==> config.mk <==
export PLATFORM = sky130hd
export DESIGN_NAME = dpst_top
export DESIGN_NICKNAME = d
export VERILOG_FILES = /design/src/rtl/dpst_pkg.sv /design/src/rtl/dpst_lfsr.sv /design/src/rtl/dpst_misr.sv /design/src/rtl/dpst_fmt.sv /design/src/rtl/dpst_run.sv /design/src/rtl/dpst_top.sv
export SDC_FILE = /design/constraint.sdc
export NUM_CORES = 1
export LEC_CHECK = 0
export BUFFER_PORTS_ARGS = -buffer_cell sky130_fd_sc_hd__clkbuf_2
export CORE_UTILIZATION = 56
export CTS_BUF_LIST = sky130_fd_sc_hd__clkbuf_4 sky130_fd_sc_hd__clkbuf_8
export CTS_CLUSTER_SIZE = 30
export DETAILED_ROUTE_END_ITERATION = 8
export PLACE_DENSITY = 0.82
export SYNTH_ARGS = -nofsm -noshare
export SYNTH_HDL_FRONTEND = slang
export SYNTH_SLANG_ARGS = --single-unit
==> constraint.sdc <==
create_clock -name clk -period 1.9 [get_ports clk]
set_input_delay 0.19 -clock clk [delete_from_list [all_inputs] [get_ports clk]]
set_output_delay 0.19 -clock clk [all_outputs]
set_load 0.005 [all_outputs]
==> src/rtl/dpst_pkg.sv <==
// Package dpst_pkg
// Shared register layout, addresses and polynomial for the datapath self-test.
// Assumes a 2-bit register address space.
package dpst_pkg;

    typedef struct packed {
        logic fmt;      // bit 3: 1 = two's complement output
        logic hold;     // bit 2: force generator to seed
        logic resume;   // bit 1: 1 = continue sequence at run start
        logic en;       // bit 0: run request, rising edge starts
    } ctrl_t;

    localparam logic [1:0] ADDR_CTRL  = 2'd0;
    localparam logic [1:0] ADDR_SIGLO = 2'd1;
    localparam logic [1:0] ADDR_SIGHI = 2'd2;
    localparam logic [1:0] ADDR_STAT  = 2'd3;

    // x^16 + x^14 + x^13 + x^11 + 1 as a feedback tap mask
    localparam logic [15:0] POLY_TAPS = 16'hB400;
    localparam logic [15:0] PN_SEED   = 16'hFFFF;

endpackage

==> src/rtl/dpst_lfsr.sv <==
// Module dpst_lfsr
// Fibonacci LFSR used as the pseudorandom stimulus source.
// It loads SEED on reset or on load_seed, and shifts once per cycle while
// advance is high. Assumes SEED is nonzero and TAPS describes a maximal polynomial.
module dpst_lfsr #(
    parameter int unsigned   W    = 16,
    parameter logic [W-1:0]  TAPS = 16'hB400,
    parameter logic [W-1:0]  SEED = 16'hFFFF
) (
    input  logic         clk,
    input  logic         rst_n,
    input  logic         load_seed,
    input  logic         advance,
    output logic [W-1:0] state
);

    logic feedback;

    // Parity of the tapped bits forms the new LSB.
    always_comb feedback = ^(state & TAPS);

    // Generator register: seed has priority over stepping.
    always_ff @(posedge clk) begin
        if (!rst_n)         state <= SEED;
        else if (load_seed) state <= SEED;
        else if (advance)   state <= {state[W-2:0], feedback};
    end

    AST_PN_NONZERO: assert property (@(posedge clk) disable iff (!rst_n)
        state != '0);
    AST_HOLD_SEED: assert property (@(posedge clk) disable iff (!rst_n)
        load_seed |=> state == SEED);

endmodule

==> src/rtl/dpst_misr.sv <==
// Module dpst_misr
// Multiple-input signature register using the same feedback polynomial as the
// generator. clear has priority over fold; fold absorbs din in one cycle.
module dpst_misr #(
    parameter int unsigned  W    = 16,
    parameter logic [W-1:0] TAPS = 16'hB400
) (
    input  logic         clk,
    input  logic         rst_n,
    input  logic         clear,
    input  logic         fold,
    input  logic [W-1:0] din,
    output logic [W-1:0] sig
);

    logic [W-1:0] sig_next;

    // Shift with polynomial feedback, then XOR in the datapath word.
    always_comb sig_next = {sig[W-2:0], ^(sig & TAPS)} ^ din;

    // Signature register.
    always_ff @(posedge clk) begin
        if (!rst_n)     sig <= '0;
        else if (clear) sig <= '0;
        else if (fold)  sig <= sig_next;
    end

    AST_SIG_CLEARED: assert property (@(posedge clk) disable iff (!rst_n)
        clear |=> sig == '0);
    AST_SIG_IDLE_STABLE: assert property (@(posedge clk) disable iff (!rst_n)
        (!clear && !fold) |=> $stable(sig));

endmodule

==> src/rtl/dpst_fmt.sv <==
// Module dpst_fmt
// Output formatter stub. The input is taken as offset binary. Mode 1
// inverts the MSB to give two's complement; mode 0 passes the word unchanged.
module dpst_fmt #(
    parameter int unsigned W = 16
) (
    input  logic         twos,
    input  logic [W-1:0] din,
    output logic [W-1:0] dout
);

    // Format select: only the sign bit differs between the codings.
    always_comb begin
        dout        = din;
        dout[W-1]   = din[W-1] ^ twos;
    end

endmodule

==> src/rtl/dpst_run.sv <==
// Module dpst_run
// Run sequencer: counts RUN_LEN cycles after an accepted start, then raises done.
// start requests that arrive while busy are dropped.
module dpst_run #(
    parameter int unsigned RUN_LEN = 512
) (
    input  logic clk,
    input  logic rst_n,
    input  logic start_req,
    output logic start_fire,
    output logic busy,
    output logic done
);

    localparam int unsigned CW = (RUN_LEN > 1) ? $clog2(RUN_LEN) : 1;
    localparam logic [CW-1:0] LAST = CW'(RUN_LEN - 1);

    logic [CW-1:0] count;

    // Accept a start only when idle.
    always_comb start_fire = start_req && !busy;

    // Cycle counter, busy and done flags.
    always_ff @(posedge clk) begin
        if (!rst_n) begin
            count <= '0;
            busy  <= 1'b0;
            done  <= 1'b0;
        end else if (start_fire) begin
            count <= '0;
            busy  <= 1'b1;
            done  <= 1'b0;
        end else if (busy) begin
            count <= count + 1'b1;
            if (count == LAST) begin
                busy <= 1'b0;
                done <= 1'b1;
            end
        end
    end

    AST_END_SETS_DONE: assert property (@(posedge clk) disable iff (!rst_n)
        $fell(busy) |-> done);
    AST_BUSY_NOT_DONE: assert property (@(posedge clk) disable iff (!rst_n)
        busy |-> !done);
    AST_NO_RESTART: assert property (@(posedge clk) disable iff (!rst_n)
        (busy && start_req && count != LAST) |=> busy && $past(count) + 1'b1 == count);

endmodule

==> src/rtl/dpst_top.sv <==
// Module dpst_top
// Datapath self-test controller. It holds the control/status registers and
// routes either the converter samples or the generator words through the
// formatter to a registered output, while the signature register compacts the
// formatted stream during a run. Assumes DW >= 8 and a synchronous active-low reset.
module dpst_top
    import dpst_pkg::*;
#(
    parameter int unsigned DW      = 16,
    parameter int unsigned RUN_LEN = 512
) (
    input  logic          clk,
    input  logic          rst_n,
    input  logic [DW-1:0] adc_sample,
    input  logic          wr_en,
    input  logic [1:0]    wr_addr,
    input  logic [7:0]    wr_data,
    input  logic [1:0]    rd_addr,
    output logic [7:0]    rd_data,
    output logic [DW-1:0] out_data,
    output logic          out_test
);

    ctrl_t         ctrl_q;
    logic          en_prev;
    logic          start_req;
    logic          start_fire;
    logic          busy;
    logic          done;
    logic          seed_load;
    logic [DW-1:0] pn_word;
    logic [DW-1:0] src_word;
    logic [DW-1:0] fmt_word;
    logic [DW-1:0] sig;
    logic          unused_wr_hi;

    assign unused_wr_hi = ^wr_data[7:4];

    // Control register write.
    always_ff @(posedge clk) begin
        if (!rst_n)                              ctrl_q <= '0;
        else if (wr_en && wr_addr == ADDR_CTRL)  ctrl_q <= ctrl_t'(wr_data[3:0]);
    end

    // Delayed run bit for rising-edge detection.
    always_ff @(posedge clk) begin
        if (!rst_n) en_prev <= 1'b0;
        else        en_prev <= ctrl_q.en;
    end

    // A start request is a rising edge of the run bit.
    always_comb start_req = ctrl_q.en && !en_prev;

    // Seed is forced by hold, or by a restart-mode start.
    always_comb seed_load = ctrl_q.hold || (start_fire && !ctrl_q.resume);

    dpst_run #(.RUN_LEN(RUN_LEN)) i_run (
        .clk        (clk),
        .rst_n      (rst_n),
        .start_req  (start_req),
        .start_fire (start_fire),
        .busy       (busy),
        .done       (done)
    );

    dpst_lfsr #(.W(DW), .TAPS(DW'(POLY_TAPS)), .SEED(DW'(PN_SEED))) i_lfsr (
        .clk       (clk),
        .rst_n     (rst_n),
        .load_seed (seed_load),
        .advance   (busy),
        .state     (pn_word)
    );

    // Source select: the generator replaces the converter word during a run.
    always_comb src_word = busy ? pn_word : adc_sample;

    dpst_fmt #(.W(DW)) i_fmt (
        .twos (ctrl_q.fmt),
        .din  (src_word),
        .dout (fmt_word)
    );

    dpst_misr #(.W(DW), .TAPS(DW'(POLY_TAPS))) i_misr (
        .clk   (clk),
        .rst_n (rst_n),
        .clear (start_fire),
        .fold  (busy),
        .din   (fmt_word),
        .sig   (sig)
    );

    // Output register: formatted word plus a test-word marker.
    always_ff @(posedge clk) begin
        if (!rst_n) begin
            out_data <= '0;
            out_test <= 1'b0;
        end else begin
            out_data <= fmt_word;
            out_test <= busy;
        end
    end

    // Register read mux.
    always_comb begin
        unique case (rd_addr)
            ADDR_CTRL:  rd_data = {4'b0, ctrl_q};
            ADDR_SIGLO: rd_data = sig[7:0];
            ADDR_SIGHI: rd_data = sig[DW-1:DW-8];
            default:    rd_data = {6'b0, busy, done};
        endcase
    end

    AST_OUT_TRACKS_RUN: assert property (@(posedge clk) disable iff (!rst_n)
        out_test == $past(busy));
    AST_RUN_STARTS_CLEAN: assert property (@(posedge clk) disable iff (!rst_n)
        $rose(busy) |-> sig == '0 && !done);
    AST_RESTART_SEED: assert property (@(posedge clk) disable iff (!rst_n)
        $rose(busy) && !ctrl_q.resume |-> pn_word == DW'(PN_SEED));

endmodule

==> results.py <==
metrics = {
    "routing": {
        "dr.pass1.iters": 6,
        "avgViaCountPerCell": 5.35,
        "routedWlPerCell_um": 13.4,
        "drt_wl_total_um": 5190,
        "drt_iter0_drc": 152,
        "vias": 2077,
        "antenna_left": 0,
        "drc": 2,
    },
    "clock_network": {
        "cts_tree": "done",
        "cts-root-buf": "clkbuf_8",
        "post_cts_resized": 0,
        "cts_hold_buf": 0,
        "path_clk_slew_ps": 70,
        "clock_sinks": 65,
        "clockBufferDepth": 2,
        "numCtsBuffers": 9,
        "clock_latency_ps": 340,
        "cts_htree_levels": 3,
        "post-cts-setup-buffer-count": 0,
    },
    "setup_path": {
        "critPathKind": "reg2out",
        "cp_max_fo": 22,
        "critical_path_arrival_ps": 1610,
        "cp-end-kind": "output port",
        "startpoint_type": "register",
        "required_ps": 1710,
    },
    "synth": {
        "ys_seq_area_share_pct": 49.4,
        "synth_top_area_cell": "dfxtp_1",
        "synthArstFlopShare_pct": 0,
        "yosysMostFrequentCell": "dfxtp_1",
        "syn_nets": 314,
        "netlist_area_um2": 2630,
        "syn-instance-count": 281,
        "synth_common_cells": "dfxtp_1 (65), nand2_1 (50), nor2_1 (23)",
        "synth.top_cell.area_share_pct": 49.4,
        "synth.top_cells.by_area": "dfxtp_1 (49%), nand2_1 (7.1%), xnor2_1 (6.3%)",
        "synth-seq-cells": 65,
        "synth_edf_count": 0,
        "synth_cell_types": 30,
        "postSynthAreaPerCell_um2": 9.37,
        "ys_warn_count": 0,
        "synthFlopType": "dfxtp_1",
    },
    "placement": {
        "gp_congestion": 0.888,
        "dp_hpwl_um": 3600,
        "io_buffers": 51,
    },
    "floorplanning": {
        "dieArea_um2": 4980,
        "die_h_um": 70.6,
        "core_um2": 4440,
        "fp.dieW_um": 70.6,
        "start_util_pct": 59.3,
        "row_count": 24,
        "io_pins": 56,
    },
    "global_route": {
        "grt_pass1_vias": 1896,
        "grt_usage_pct": 22.4,
        "grt_antenna_before_repair": 0,
        "grt_pass1_wl_um": 8550,
        "gr-total-overflow": 0,
        "grt_max_degree": 28,
    },
    "cells_and_area": {
        "multi_input_area_um2": 1260,
        "seqCellArea_um2": 1300,
        "final_nets": 365,
        "nFillCells": 346,
        "layout-drive-gt1-share_pct": 22.9,
        "antenna_cells": 0,
        "syn_to_final_growth_pct": 18.6,
    },
    "pwr": {
        "leakagePower_nw": 1.37,
        "powerDensity_nw_per_um2": 929,
        "max-vdd-ir-drop_uv": 555,
    },
    "timing": {
        "fmax_mhz": 554,
        "hold_viol": 0,
        "tns_ps": 0,
        "setup_viol": 0,
        "maxSlewViolCount": 0,
        "slew_headroom_pct": 74.3,
        "hold_ws_ps": 77.7,
        "rsz0062_at_grt": "false",
        "min_period_ps": 1800,
        "fin_worst_skew_ps": 4.83,
        "fin_crit_sh_pct": 95.0,
        "worst_slew_pin_slew_ps": 385,
    },
    "run": {
        "maxCapViolations": 0,
    },
    "run_status": {
        "violations": "DRC",
        "status": "complete, but fails checks",
    },
    "min_path": {
        "hold_path.class": "in2reg",
    },
}
routing by layer:
metal | wire length [um] | part of all wire [%] | vias up | track usage [%]
met5 | 0 | 0 | - | 0
met4 | 80 | 1.5 | 0 | 11.3
met3 | 275 | 5.3 | 7 | 4.70
met2 | 2440 | 47 | 57 | 36.1
met1 | 2400 | 46 | 953 | 28.8
li1 | - | - | 1060 | -
critical path, stage by stage (launching register included):
cell      delay, ps
dfxtp_2         410
buf_4           240
mux4_2          500
clkbuf_2        130
through the flow:
stage	cell area [um^2]	setup WS (ps)	power, mW	std cells	util (%)
after floorplan	2630	506	1.67	281	-
after global placement	2930	432	1.75	373	65.8
after detailed placement	2930	429	1.76	373	65.8
after CTS	3120	78.7	2.92	388	70.3
after global routing	3120	44.1	2.99	388	70.3
final	3120	95.9	2.90	388	70.3
cell usage in the layout, fill, tap and decap left out, types with 6 or more instances in the layout:
| cell type | instances |
|---|---|
| nand3_1 | 19 |
| a211oi_1 | 14 |
| a21boi_1 | 15 |
| mux2i_1 | 10 |
| clkbuf_8 | 11 |
| nor2b_1 | 6 |
| nand4_1 | 6 |
| dfxtp_1 | 64 |
| xnor2_1 | 19 |
| nor2_1 | 23 |
| clkbuf_2 | 51 |
| nand2_1 | 50 |
where the power goes:
part	switching, mW	internal (mW)	leakage [nW]
Sequential	0.0466	1.42	0.531
Clock	0.490	0.680	0.106
Combinational	0.129	0.134	0.733
Total	0.666	2.24	1.37
final timing paths:
check	slack, ps	depth (start not counted)	from	endpoint
worst max-delay path	100	3	i_run.busy$_SDFF_PN0_	rd_data[1]
worst min-delay path	80	3	adc_sample[9]	out_data[9]$_SDFF_PN0_
worst max register to register	400	3	i_misr.sig[10]$_SDFFE_PP0P_	i_misr.sig[0]$_SDFFE_PP0P_
worst min register to register	490	2	i_run.done$_SDFFE_PP0P_	i_run.done$_SDFFE_PP0P_
sequential cells by signal, indices dropped and copies added (netlist names):
| signal | flops |
|---|---|
| i_lfsr.state | 16 |
| i_misr.sig | 16 |
| out_data | 16 |
| i_run.count | 9 |
| ctrl_q | 4 |
| en_prev | 1 |
| i_run.busy | 1 |
| i_run.done | 1 |
| out_test | 1 |
cell type report:
| type | instances | area share [%] |
|---|---|---|
| Tap cell | 52 | 2.08 |
| Clock buffer | 12 | 5.09 |
| Inverter | 2 | 0.240 |
| Clock inverter | 3 | 1.28 |
| Timing Repair Buffer | 56 | 9.37 |
| Sequential cell | 65 | 41.7 |
| Multi-Input combinational cell | 198 | 40.2 |
kinds of logic (layout without fill, tap and decap cells):
| logic type | Yosys count | in the layout | synth area share [%] |
|---|---|---|---|
| xor gates and xnor gates | 25 | 25 | 9.41 |
| buffers and inverters | 18 | 73 | 2.85 |
| adders and majority gates | 2 | 2 | 0.950 |
| AOI/OAI and AO/OA | 45 | 45 | 12.2 |
| muxes | 12 | 12 | 5.51 |
| and+or+nand+nor | 114 | 114 | 19.7 |
| DFF | 65 | 65 | 49.4 |
(Power assumes the default switching activity.)
